## config.mk

```make
export PLATFORM = sky130hd
export DESIGN_NAME = mcsr_status_unit
export DESIGN_NICKNAME = d
export VERILOG_FILES = /design/src/rtl/mcsr_pkg.sv /design/src/rtl/mcsr_decode.sv /design/src/rtl/mcsr_status_reg.sv /design/src/rtl/mcsr_read_mux.sv /design/src/rtl/mcsr_status_unit.sv
export SDC_FILE = /design/constraint.sdc
export NUM_CORES = 1
export LEC_CHECK = 0
export BUFFER_PORTS_ARGS = -buffer_cell sky130_fd_sc_hd__buf_2
export CAP_MARGIN = 20
export CELL_PAD_IN_SITES_DETAIL_PLACEMENT = 1
export CELL_PAD_IN_SITES_GLOBAL_PLACEMENT = 2
export CORE_ASPECT_RATIO = 0.9
export CORE_UTILIZATION = 10
export DETAILED_ROUTE_END_ITERATION = 8
export GPL_TIMING_DRIVEN = 0
export HOLD_SLACK_MARGIN = 0.05
export PLACE_DENSITY = 0.95
export SYNTH_ARGS = -nofsm -noshare
export SYNTH_HDL_FRONTEND = slang
export SYNTH_SLANG_ARGS = --single-unit
```

## constraint.sdc

```tcl
create_clock -name clk -period 1.6 [get_ports clk]
set_input_delay 0 -clock clk [delete_from_list [all_inputs] [get_ports clk]]
set_output_delay 0 -clock clk [all_outputs]
set_load 0.05 [all_outputs]
```

## src/rtl/mcsr_pkg.sv

```systemverilog
package mcsr_pkg;
    localparam int XLEN   = 32;
    localparam int ADDR_W = 12;

    localparam logic [ADDR_W-1:0] ADDR_STATUS    = 12'h300;
    localparam logic [ADDR_W-1:0] ADDR_ISA       = 12'h301;
    localparam logic [ADDR_W-1:0] ADDR_STATUS_HI = 12'h310;

    localparam int IE_BIT  = 3;
    localparam int PIE_BIT = 7;
    localparam int PP_LO   = 11;
    localparam int PP_HI   = 12;

    localparam int ISA_MXL_LO = 30;
    localparam int ISA_MUL    = 12;
    localparam int ISA_CMP    = 2;

    localparam logic [XLEN-1:0] STATUS_WRITABLE = (XLEN'(1) << IE_BIT) | (XLEN'(1) << PIE_BIT);

    typedef enum logic [1:0] {
        OP_READ  = 2'b00,
        OP_WRITE = 2'b01,
        OP_SET   = 2'b10,
        OP_CLEAR = 2'b11
    } csr_op_e;

    typedef struct packed {
        logic pie;
        logic ie;
    } status_t;

    typedef struct packed {
        logic status;
        logic isa;
        logic status_hi;
    } sel_t;
endpackage

```

## src/rtl/mcsr_decode.sv

```systemverilog
module mcsr_decode
    import mcsr_pkg::*;
(
    input  logic              valid,
    input  logic [ADDR_W-1:0] addr,
    output sel_t              sel,
    output logic              illegal
);
    always_comb begin
        sel           = '0;
        sel.status    = (addr == ADDR_STATUS);
        sel.isa       = (addr == ADDR_ISA);
        sel.status_hi = (addr == ADDR_STATUS_HI);
        illegal       = valid && (sel == '0);
    end
endmodule

```

## src/rtl/mcsr_status_reg.sv

```systemverilog
module mcsr_status_reg
    import mcsr_pkg::*;
(
    input  logic            clk,
    input  logic            rst_n,
    input  logic            wr_en,
    input  csr_op_e         op,
    input  logic [XLEN-1:0] wdata,
    input  logic [XLEN-1:0] wmask,
    input  logic            trap_enter,
    input  logic            trap_return,
    output status_t         state_q
);
    status_t         state_d;
    logic [XLEN-1:0] eff_mask;
    logic [XLEN-1:0] cur_img;
    logic [XLEN-1:0] new_img;
    logic            unused_bits;

    always_comb begin
        eff_mask          = wmask & STATUS_WRITABLE;
        cur_img           = '0;
        cur_img[IE_BIT]   = state_q.ie;
        cur_img[PIE_BIT]  = state_q.pie;
        unique case (op)
            OP_WRITE: new_img = (cur_img & ~eff_mask) | (wdata & eff_mask);
            OP_SET:   new_img = cur_img | (wdata & eff_mask);
            OP_CLEAR: new_img = cur_img & ~(wdata & eff_mask);
            default:  new_img = cur_img;
        endcase

        state_d = state_q;
        if (trap_enter) begin
            state_d.pie = state_q.ie;
            state_d.ie  = 1'b0;
        end else if (trap_return) begin
            state_d.ie  = state_q.pie;
            state_d.pie = 1'b1;
        end else if (wr_en) begin
            state_d.ie  = new_img[IE_BIT];
            state_d.pie = new_img[PIE_BIT];
        end
    end

    assign unused_bits = ^(new_img & ~STATUS_WRITABLE);

    always_ff @(posedge clk or negedge rst_n) begin
        if (!rst_n) state_q <= '0;
        else        state_q <= state_d;
    end
endmodule

```

## src/rtl/mcsr_read_mux.sv

```systemverilog
module mcsr_read_mux
    import mcsr_pkg::*;
#(
    parameter bit HAS_MULDIV     = 1'b1,
    parameter bit HAS_COMPRESSED = 1'b1
) (
    input  sel_t            sel,
    input  logic            illegal,
    input  status_t         state,
    output logic [XLEN-1:0] rdata
);
    localparam logic [XLEN-1:0] ISA_VALUE =
        (XLEN'(1) << ISA_MXL_LO) |
        (XLEN'(HAS_MULDIV) << ISA_MUL) |
        (XLEN'(HAS_COMPRESSED) << ISA_CMP);

    logic [XLEN-1:0] status_img;

    always_comb begin
        status_img              = '0;
        status_img[PP_HI:PP_LO] = 2'b11;
        status_img[IE_BIT]      = state.ie;
        status_img[PIE_BIT]     = state.pie;

        rdata = '0;
        if (!illegal) begin
            if (sel.status)         rdata = status_img;
            else if (sel.isa)       rdata = ISA_VALUE;
            else if (sel.status_hi) rdata = '0;
        end
    end
endmodule

```

## src/rtl/mcsr_status_unit.sv

```systemverilog
module mcsr_status_unit
    import mcsr_pkg::*;
#(
    parameter bit HAS_MULDIV     = 1'b1,
    parameter bit HAS_COMPRESSED = 1'b1
) (
    input  logic        clk,
    input  logic        rst_n,
    input  logic        csr_valid,
    input  logic [11:0] csr_addr,
    input  logic [1:0]  csr_op,
    input  logic [31:0] csr_wdata,
    input  logic [31:0] csr_wmask,
    output logic [31:0] csr_rdata,
    output logic        csr_illegal,
    input  logic        trap_enter,
    input  logic        trap_return,
    output logic        irq_enable
);
    sel_t    sel;
    status_t state_q;
    logic    ie_q;
    logic    pie_q;
    logic    status_wr;

    mcsr_decode u_decode (
        .valid   (csr_valid),
        .addr    (csr_addr),
        .sel     (sel),
        .illegal (csr_illegal)
    );

    assign status_wr = csr_valid && sel.status;

    mcsr_status_reg u_status (
        .clk         (clk),
        .rst_n       (rst_n),
        .wr_en       (status_wr),
        .op          (csr_op_e'(csr_op)),
        .wdata       (csr_wdata),
        .wmask       (csr_wmask),
        .trap_enter  (trap_enter),
        .trap_return (trap_return),
        .state_q     (state_q)
    );

    mcsr_read_mux #(
        .HAS_MULDIV     (HAS_MULDIV),
        .HAS_COMPRESSED (HAS_COMPRESSED)
    ) u_rmux (
        .sel     (sel),
        .illegal (csr_illegal),
        .state   (state_q),
        .rdata   (csr_rdata)
    );

    assign ie_q       = state_q.ie;
    assign pie_q      = state_q.pie;
    assign irq_enable = ie_q;
endmodule

```

== Word level (Yosys, flattened, before mapping) ==
Cells that the tools add are included.

* Output and inout bits: 34
* Input port bits: 83
* Word-level logic and storage cells: 28
* Register bits after elaboration: 2

* Bitwise logic cells: 7
* Reduce and logical (&&, ||, !) cells: 6
* Mux-type cells: 7
* Equal/unequal tests: 6

{| class="wikitable"
|+ Operators with widths
! kind !! number
|-
| 32-bit 2-to-1 mux || 2
|-
| 12-bit by 10-bit equality test with 1-bit output, second input constant || 3
|-
| 31-bit 2-to-1 mux || 1
|-
| 8-bit bitwise AND || 3
|-
| 8-bit one-hot mux with 3 select lines || 1
|-
| 8-bit inverter || 2
|-
| 8-bit OR || 2
|-
| 2-bit 2-to-1 mux || 3
|-
| 5-bit nonzero test || 1
|-
| 2-bit equality test, second input constant || 2
|-
| 3-bit logical NOT || 1
|-
| 3-bit nonzero test || 1
|-
| 2-bit by 1-bit equality test with 1-bit output, second input constant || 1
|-
| 1-bit logical AND || 2
|-
| 2-bit AND reduction || 1
|}

== Longest topological paths before layout ==
Gate-level depths: netlist (run 1).

* Word-level depth: 7
* Mapped depth: 5

== Modules after synthesis ==
From an unflattened synthesis (run 1), not the netlist that was laid out.

* Cells, all modules: 70
* Area total of the unflattened synthesis: 538.0 µm²

{| class="wikitable"
|+ Modules (own cells, without submodules)
! module !! cells an instance !! area each (µm²) !! instances
|-
| mcsr_read_mux || 33 || 252.7 || 1
|-
| mcsr_status_reg || 25 || 198.9 || 1
|-
| mcsr_decode || 11 || 80.1 || 1
|-
| mcsr_status_unit || 1 || 6.3 || 1
|}

== Least setup slack after synthesis (run 1) ==
Ideal clock, no wire load.

* Kind: input-to-output
* From: in csr_addr[11]
* To: out csr_rdata[30]
* Stages on the path: 5
* Data arrival time: 2.388 ns
* Slack: -0.788 ns
* Path through: nor4_1 > nand2_1 > nor3_1 > and2_1 > buf_4

* Word-level cells in the longest chain between the ends: 4

{| class="wikitable"
|+ Ends and longest elaborated chain
! what !! RTL line !! text
|-
| start: declaration || mcsr_status_unit.sv:10 || <nowiki>input logic [11:0] csr_addr,</nowiki>
|-
| 12-bit by 10-bit equality test with 1-bit output, on equally long branches || mcsr_decode.sv:12, mcsr_decode.sv:11, mcsr_decode.sv:13 ||
|-
| 31-bit 2-to-1 mux / 3-bit logical NOT (equally long branches) || mcsr_read_mux.sv:28, mcsr_decode.sv:14 ||
|-
| 32-bit 2-to-1 mux / 1-bit logical AND (equally long branches) || mcsr_read_mux.sv:27, mcsr_decode.sv:14 ||
|-
| 32-bit 2-to-1 mux * || mcsr_read_mux.sv:26 || <nowiki>if (!illegal) begin</nowiki>
|-
| end: declaration || mcsr_status_unit.sv:14 || <nowiki>output logic [31:0] csr_rdata,</nowiki>
|}

Mark *: on every way between the ends. The rest lies on a longest branch, timed or not.

== Final worst setup path (run 1) ==
Ends and elaborated chain as after synthesis.

==> metrics.txt, run 1 <==
remaining antenna violation count=0; number of H-tree levels=1; minimum setup slack after placement=0.219 ns; CP Capture Type=primary output; fraction of the cycle the final worst path needs=0.790; result of the run=finished clean; worst setup margin=0.336 ns; growth of design area from synthesis to finish=82.8%; fraction of layout cells with a size suffix above 1=0.571; number of vias in the routed layout=between 500 and 600; register with the highest flop count=u_status.state_q; power after layout=0.552 mW; Hold Fails Final Rpt=0; Synth warnings=0; top-count cell post-synth=sky130_fd_sc_hd__buf_4; first-pass GRT wire length=1970 µm; async set-or-reset flop fraction in the synthesized netlist=1.00; Crit Path Category=in2out; type of origin of the critical path=primary input; worst-path fanout max=2; maximum clock path buffer count=2; number of buffers added for setup after CTS=0; placed instance area=800 µm²; antenna violations before repair=0; number of enable flip-flop cells after synthesis=0; combined area of all synthesized cells=465 µm²; CP Data Required Time=1.60 ns; final max-slew violation count=0; detailed-route wire length=1390 µm; most repeated library cell on the critical path=sky130_fd_sc_hd__buf_2; post-DR vias/cell=3.02; gr ovfl total=0; Max Freq=791 MHz; most area-consuming cells after synthesis=sky130_fd_sc_hd__buf_4 (44%), sky130_fd_sc_hd__dfrtp_1 (11%), sky130_fd_sc_hd__nand4bb_2 (3.5%); Avg WL per Cell=7.67 µm; part of the Yosys area used for sequential elements=0.108; Mean Syn Cell Area=7.76 µm²; post_cts resized=0; via count of the first global-routing pass=499; Post-Synthesis Cells=60; CTS buffer count=3; drt initial violations=6; diodes inserted=0; Final Wtd Congestion=0.653; I/O Pins=~120; kind of path behind the tightest hold check=in2async; dominant synthesized flop cell=sky130_fd_sc_hd__dfrtp_1; number of port buffers=30; flip-flop count of the largest register, all copies and words added=2; maximum vdd ir drop=between 200 and 250 µV; Die Y-Extent=66.7 µm; Worst-Skew Late Latency=0.21 ns; P_leak=approximately 0.51 nW; summed negative setup slack over all endpoints=0 ns; first-pass detailed-route iteration total=3; clock-pin slew on the worst setup and hold paths=0.03 ns; setup repair after global routing missed its margin=false; Core Region=4460 µm²; number of flip-flops and latches in the synthesized netlist=2; largest registers in the final layout=u_status.state_q (2); count of final setup violators=0; TritonCTS clock tree=yes; max-capacitance violation count=0; Clock Root Buffer=sky130_fd_sc_hd__clkbuf_8; setup skew after layout=0.00292 ns; post-synth top area cell=sky130_fd_sc_hd__buf_4; unique cell type count in the Yosys netlist=25; critical path arrival=1.26 ns; Die Span X=between 70 and 80 µm; number of placement rows=23; synth cell count leaders=sky130_fd_sc_hd__buf_4 (27), sky130_fd_sc_hd__inv_1 (3), sky130_fd_sc_hd__nor2_1 (3); delay of the slowest cell on the worst path=roughly 0.36 ns; Die Outline Area=around 4900 µm²; worst-path cell chain=buf_2, nor4_1, nand2_1, nor3_4, and2_2, buf_4, buf_2; DRC viols=0; initial standard-cell utilization of the core=0.104; cell with the largest stage delay on the worst path=sky130_fd_sc_hd__nor4_1; post-detail-place hpwl=1260 µm; clock period minus final worst setup slack=between 1 and 1.5 ns; kind of cell adding the most delay to the critical path=simple AND/OR/NAND/NOR gates; share of Yosys cell area claimed by the top area cell type=0.435; power per standard cell area=649 nW/µm²; CP bufs+invs=3; TritonCTS sink count=2; global-route usage over all layers=0.0562; NumNets Final=204; final instance area=851 µm²; number of buffers added to fix hold violations after cts=1; maximum number of pins on one net before global-route repair=6
-- path summary, 6_finish.rpt --
kind	from	to	slack, ns	cells after the start
worst max-delay path	csr_addr[11]	csr_rdata[30]	0.34	7
worst max register to register	u_status.state_q[0]	u_status.state_q[0]	0.45	4
worst min-delay path	rst_n	u_status.state_q[0]	0.11	2
max in group asynchronous	rst_n	u_status.state_q[1]	1.39	2
worst min register to register	u_status.state_q[1]	u_status.state_q[1]	0.58	1
min in group clk	trap_enter	u_status.state_q[0]	0.14	3
-- routing by layer --
layer / track usage / wire length (µm) / vias up
met5: 0 / 0 / -
met4: 0.0577 / 53 / 0
met3: 0.0136 / 145 / 4
met2: 0.109 / 728 / 35
met1: 0.0432 / 461 / 238
li1: - / - / 269
-- area by class of cell --
type                            instances  area (µm²)
Inverter                                3        11.3
Multi-Input combinational cell         53         308
Timing Repair Buffer                   31         160
Buffer                                 27         203
Clock buffer                            3        41.3
Sequential cell                         2        50.0
Fill cell                             575        3610
Tap cell                               62        77.6
-- where the power goes --
part / switching [mW] / internal [mW] / total, mW
registers: 0.00854 / 0.0585 / 0.0670
logic: 0.193 / 0.0917 / 0.285
clock network: 0.0410 / 0.159 / 0.200
total: 0.243 / 0.309 / 0.552
-- per-stage QoR --
stage          cells   util  hold WS [ns]
6_report         181  0.191         0.106
5_1_grt          181  0.191         0.131
4_1_cts          181  0.191         0.106
3_5_place_dp     177  0.179        -0.208
3_3_place_gp     177  0.179        -0.215
2_1_floorplan     85      -        -0.296
-- kinds of logic (layout without fill, tap and decap cells) --
group           Yosys count  count (layout)  synth area share
buf+inv                  30              64             0.460
simple gates             15              15             0.218
compound gates           10              10             0.153
mux                       2               2            0.0538
flops                     2               2             0.108
other cells               1              26           0.00806
-- cell usage in the layout, fill, tap and decap left out, types with 2 or more instances in the layout --
cell / Yosys / routed
sky130_fd_sc_hd__buf_4: 27 / 27
sky130_fd_sc_hd__buf_2: 0 / 30
sky130_fd_sc_hd__a31oi_1: 2 / 2
sky130_fd_sc_hd__inv_1: 3 / 3
sky130_fd_sc_hd__nor2_1: 3 / 3
sky130_fd_sc_hd__dfrtp_1: 2 / 2
sky130_fd_sc_hd__and2_2: 2 / 3
sky130_fd_sc_hd__clkbuf_8: 0 / 3
sky130_fd_sc_hd__conb_1: 1 / 26
sky130_fd_sc_hd__nand2_1: 2 / 2
sky130_fd_sc_hd__a21oi_1: 2 / 2
No activity file was read; power rests on OpenSTA's default activity.
==> run 2: changes to the inputs <==
- clock period: 1.6 -> 1.2 ns (I/O delays scaled with it)
==> run 2 against run 1 <==
Compared with the run above:
- total power up 36%
- core utilization is 1.4 points higher
- first-iteration DRC count stayed put
- final cell count is 0.55% higher
- clock power up 37%
- combinational power increased by 37%
- setup slack got worse by 0.27 ns
- via count up 2.0%
- routed wire length down 6.6%
- sequential share of layout area down 0.27 points
- critical path type unchanged
- critical endpoint unchanged
- largest cell class unchanged
- largest power group unchanged
==> metrics.txt, run 2 (synthesis gave the netlist of run 1 again) <==
result of the run=finished clean; global routing met2 resource utilization=0.0920; delay of the slowest cell on the worst path=about 0.3 ns; P_leak=0.518 nW; setup skew after layout=0.00616 ns; growth of design area from synthesis to finish=96.5%; critical path arrival=1.13 ns; hold slack=between 0.1 and 0.15 ns; number of cells traversed by the worst register-to-register path=4; Hold Fails Final Rpt=0; fraction of the cycle the final worst path needs=0.942; register with the highest flop count=u_status.state_q; maximum vdd ir drop=between 200 and 250 µV; TritonCTS sink count=2; Die Span X=73.9 µm; setup repair after global routing missed its margin=false; detailed-route wire length=1300 µm; post-DR vias/cell=3.06; initial standard-cell utilization of the core=0.104; Core Region=4460 µm²; share of power burned in combinational logic=0.518; Clock Root Buffer=sky130_fd_sc_hd__clkbuf_8; Cell Int Power=approximately 0.43 mW; max-capacitance violation count=0; number of H-tree levels=1; met1 track demand over resource=0.0386; Die Outline Area=4930 µm²; met3 track demand over resource in global routing=0.0182; maximum clock path buffer count=2; CTS buffer count=3; first-pass GRT wire length=1750 µm; antenna violations before repair=0; most common cell after layout, fill and taps aside=sky130_fd_sc_hd__buf_2; fraction of layout cells with a size suffix above 1=0.600; highest-count cells in the layout ignoring fill and taps=sky130_fd_sc_hd__buf_2 (28), sky130_fd_sc_hd__buf_4 (26), sky130_fd_sc_hd__conb_1 (26); net switching component of the power=0.322 mW; Reg power frac=0.119; TritonCTS clock tree=yes; post-detail-place hpwl=1230 µm; Max Freq=884 MHz; switching share of power=0.428; Critical path origin=csr_addr[11]; clock period minus final worst setup slack=between 1 and 1.5 ns; flip-flop count of the largest register, all copies and words added=2; type of origin of the critical path=primary input; Final Wtd Congestion=0.637; number of vias in the routed layout=roughly 560; clock share of power=0.363; worst-path fanout max=2; kind of path behind the tightest hold check=in2async; final core utilization=0.205; CP Data Required Time=1.20 ns; largest registers in the final layout=u_status.state_q (2); clock-pin slew on the worst setup and hold paths=0.03 ns; busiest grt layer=met2; NumNets Final=204; via count of the first global-routing pass=441; Avg WL per Cell=7.13 µm; worst-path cell chain=buf_2, nor4_4, nand2_2, nor3_4, and2_4, buf_8, buf_6; Crit Path Category=in2out; global-route usage over all layers=0.0489; Worst-Skew Late Latency=0.21 ns; diodes inserted=0; DRC viols=0; number of port buffers=30; I/O Pins=117; count of final setup violators=0; Die Y-Extent=66.7 µm; first-pass detailed-route iteration total=4; Critical R2R Capture=u_status.state_q[0]; number of placement rows=23; final max-slew violation count=0; remaining antenna violation count=0; summed negative setup slack over all endpoints=0 ns; R2R Path Start=u_status.state_q[0]; power per standard cell area=824 nW/µm²; cell with the largest stage delay on the worst path=sky130_fd_sc_hd__nor4_4; number of buffers added for setup after CTS=0; drt initial violations=6; gr ovfl total=0; reg-to-reg setup timing slack=0.11 ns; maximum number of pins on one net before global-route repair=6; CP Capture Type=primary output
run 2: worst max path at each step:
| stage | to | depth (start not counted) |
|---|---|---|
| after floorplan | csr_rdata[30] | 5 |
| after global placement | u_status.state_q[1] | 5 |
| after detailed placement | u_status.state_q[1] | 5 |
| after CTS | csr_rdata[30] | 7 |
| after global routing | csr_rdata[30] | 7 |
| final | csr_rdata[30] | 7 |
run 2: cell type report:
class | instances | area, µm²
fillers | 553 | 3550
multi-input cells | 53 | 350
plain buffers | 27 | 210
repair buffers | 31 | 169
well taps | 62 | 77.6
flip-flops and latches | 2 | 51.3
clock buffers | 4 | 45.0
inverters | 3 | 11.3
run 2: metal layers:
layer | vias up | part of all wire
met2 | 32 | 0.55
li1 | 272 | -
met4 | 0 | 0.020
met1 | 251 | 0.31
met5 | - | 0
met3 | 2 | 0.13
run 2: repair_timing:
| action | CTS | global route |
|---|---|---|
| hold buffers | 1 | 0 |
| resized for setup | 2 | 3 |
| hold endpoints to repair | 2 | 0 |
| endpoints found under the setup margin | 1 | 3 |
run 2: through the flow:
step	cell area (µm²)	worst slack (ns)	total power, mW	instances
CTS	903	0.0233	0.758	182
detailed placement	843	-0.0838	0.475	177
global placement	843	-0.0738	0.471	177
global route	915	0.00110	0.793	182
finish	915	0.0694	0.753	182
floorplan	616	-0.235	0.405	85
run 2: critical path, delay by kind of cell:
family	cells	cell delay (ns)
buf+inv	3	0.33
simple gates	4	0.79
run 2: power groups by stage:
stage / sequential (mW) / clock [mW] / combinational, mW
after floorplan: 0.103 / 0 / 0.303
after CTS: 0.0904 / 0.280 / 0.387
after detailed placement: 0.0911 / 0 / 0.383
final: 0.0897 / 0.274 / 0.390
after global routing: 0.0921 / 0.289 / 0.412
after global placement: 0.0908 / 0 / 0.380
==> run 3: changes to the inputs <==
==> constraint.sdc (replaced) <==
create_clock -name clk -period 1.2 [get_ports clk]
set_input_delay 0.24 -clock clk [delete_from_list [all_inputs] [get_ports clk]]
set_output_delay 0.24 -clock clk [all_outputs]
set_load 0.05 [all_outputs]
==> run 3 against run 2 <==
Compared with the run above:
- the flow now finishes with violations (setup timing)
- register-to-register slack worse by 0.04 ns
- design area is 11% higher
- die area stayed put
- sequential share of layout area is 0.57 points lower
- clock power is 5% higher
- core utilization is 2.3 points higher
- global-route usage is 1.4 points higher
- critical path type unchanged
- largest cell class unchanged
- largest power group unchanged
- highest routed layer unchanged
==> metrics.txt, run 3 (synthesis gave the netlist of run 1 again) <==
result of the run=finished, violations left; failing checks=setup timing; first-pass detailed-route iteration total=2; initial standard-cell utilization of the core=0.104; P_leak=0.556 nW; TritonCTS sink count=2; Core Region=around 4500 µm²; TritonCTS clock tree=yes; setup repair after global routing missed its margin=true; Clock Root Buffer=sky130_fd_sc_hd__clkbuf_8; R2R Path Start=u_status.state_q[0]; number of port buffers=30; count of final setup violators=9; number of cells traversed by the worst register-to-register path=4; I/O Pins=117; final max-slew violation count=0; global-route usage over all layers=0.0632; most common cell after layout, fill and taps aside=sky130_fd_sc_hd__buf_4; kind of path behind the tightest hold check=in2async; setup skew after layout=0.00508 ns; worst-path fanout max=2; post-detail-place hpwl=1270 µm; largest registers in the final layout=u_status.state_q (2); delay of the slowest cell on the worst path=0.30 ns; clock period minus final worst setup slack=1.52 ns; drt initial violations=3; reg-to-reg setup timing slack=0.07 ns; CP Data Required Time=0.96 ns; diodes inserted=0; type of origin of the critical path=primary input; cell with the largest stage delay on the worst path=sky130_fd_sc_hd__nor4_4; Final Wtd Congestion=0.715; Worst-Skew Late Latency=0.22 ns; first-pass GRT wire length=approximately 2200 µm; most repeated library cell on the critical path=sky130_fd_sc_hd__buf_8; Avg WL per Cell=8.06 µm; maximum vdd ir drop=about 190 µV; fraction of the cycle the final worst path needs=1.26; Max Freq=between 600 and 700 MHz; critical path arrival=1.28 ns; NumNets Final=207; Die Outline Area=around 4900 µm²; Die Span X=73.9 µm; CTS buffer count=3; worst setup margin=-0.318 ns; growth of design area from synthesis to finish=119%; Critical R2R Capture=u_status.state_q[0]; max-capacitance violation count=0; kind of cell adding the most delay to the critical path=simple AND/OR/NAND/NOR gates; via count of the first global-routing pass=around 520; summed negative setup slack over all endpoints=-2.19 ns; Die Y-Extent=roughly 67 µm; highest-count cells in the layout ignoring fill and taps=sky130_fd_sc_hd__buf_4 (27), sky130_fd_sc_hd__conb_1 (26), sky130_fd_sc_hd__buf_2 (21); final core utilization=0.228; Crit Path Category=in2out; flip-flop count of the largest register, all copies and words added=2; number of vias in the routed layout=between 500 and 600; worst-path cell chain=buf_6, nor4_4, nand2_2, nor3_4, and2_4, buf_8, buf_8; detailed-route wire length=1490 µm; clock-pin slew on the worst setup and hold paths=~0.03 ns; gr ovfl total=0; maximum number of pins on one net before global-route repair=6; register with the highest flop count=u_status.state_q; post-DR vias/cell=2.95; remaining antenna violation count=0; number of placement rows=23; DRC viols=0; antenna violations before repair=0; fraction of layout cells with a size suffix above 1=0.618; Hold Fails Final Rpt=0; maximum clock path buffer count=2; number of H-tree levels=1; CP Capture Type=primary output; CP bufs+invs=3; power per standard cell area=772 nW/µm²
-- run 3: stage by stage --
step                      cell area (µm²)  hold slack (ns)  total power, mW  cells  worst slack (ns)
after global placement                861           0.0246            0.477    177            -0.498
final                                1020            0.345            0.785    185            -0.318
after floorplan                       633          -0.0556            0.409     85            -0.710
after detailed placement              861           0.0293            0.480    177            -0.516
after global routing                 1020            0.348            0.831    185            -0.403
after CTS                            1010            0.350            0.794    185            -0.323
-- run 3: layout make-up --
class / instances / area, µm²
inverter: 3 / 11.3
buffer: 27 / 210
sequential: 2 / 51.3
timing repair buffer: 34 / 262
tap: 62 / 77.6
multi-input combinational: 53 / 360
clock buffer: 4 / 45.0
fill: 543 / 3440
-- run 3: metal layers --
layer | wire, µm | GRT usage
met3 | 190 | 0.0303
met1 | 442 | 0.0459
met2 | 808 | 0.125
met4 | 51 | 0.0433
met5 | 0 | 0
-- run 3: worst max path at each step --
stage	startpoint	endpoint	slack (ns)	cells past startpoint
2_1_floorplan	csr_addr[11]	csr_rdata[30]	-0.71	5
3_3_place_gp	csr_addr[11]	csr_rdata[30]	-0.50	7
3_5_place_dp	csr_addr[11]	csr_rdata[30]	-0.52	7
4_1_cts	csr_addr[5]	csr_rdata[30]	-0.32	7
5_1_grt	csr_addr[5]	csr_rdata[30]	-0.40	7
6_report	csr_addr[5]	csr_rdata[30]	-0.32	7
-- run 3: repair_timing --
action,CTS,global route
hold buffers,1,0
pin swaps,8,0
hold endpoints to repair,2,0
buffers inserted,3,0
gates resized for setup,20,1
setup endpoints to repair,8,9
-- run 3: power breakdown --
part | switching [mW] | internal, mW
sequential | 0.0131 | 0.0788
combinational | 0.265 | 0.140
clock | 0.0625 | 0.226
total | 0.340 | 0.445
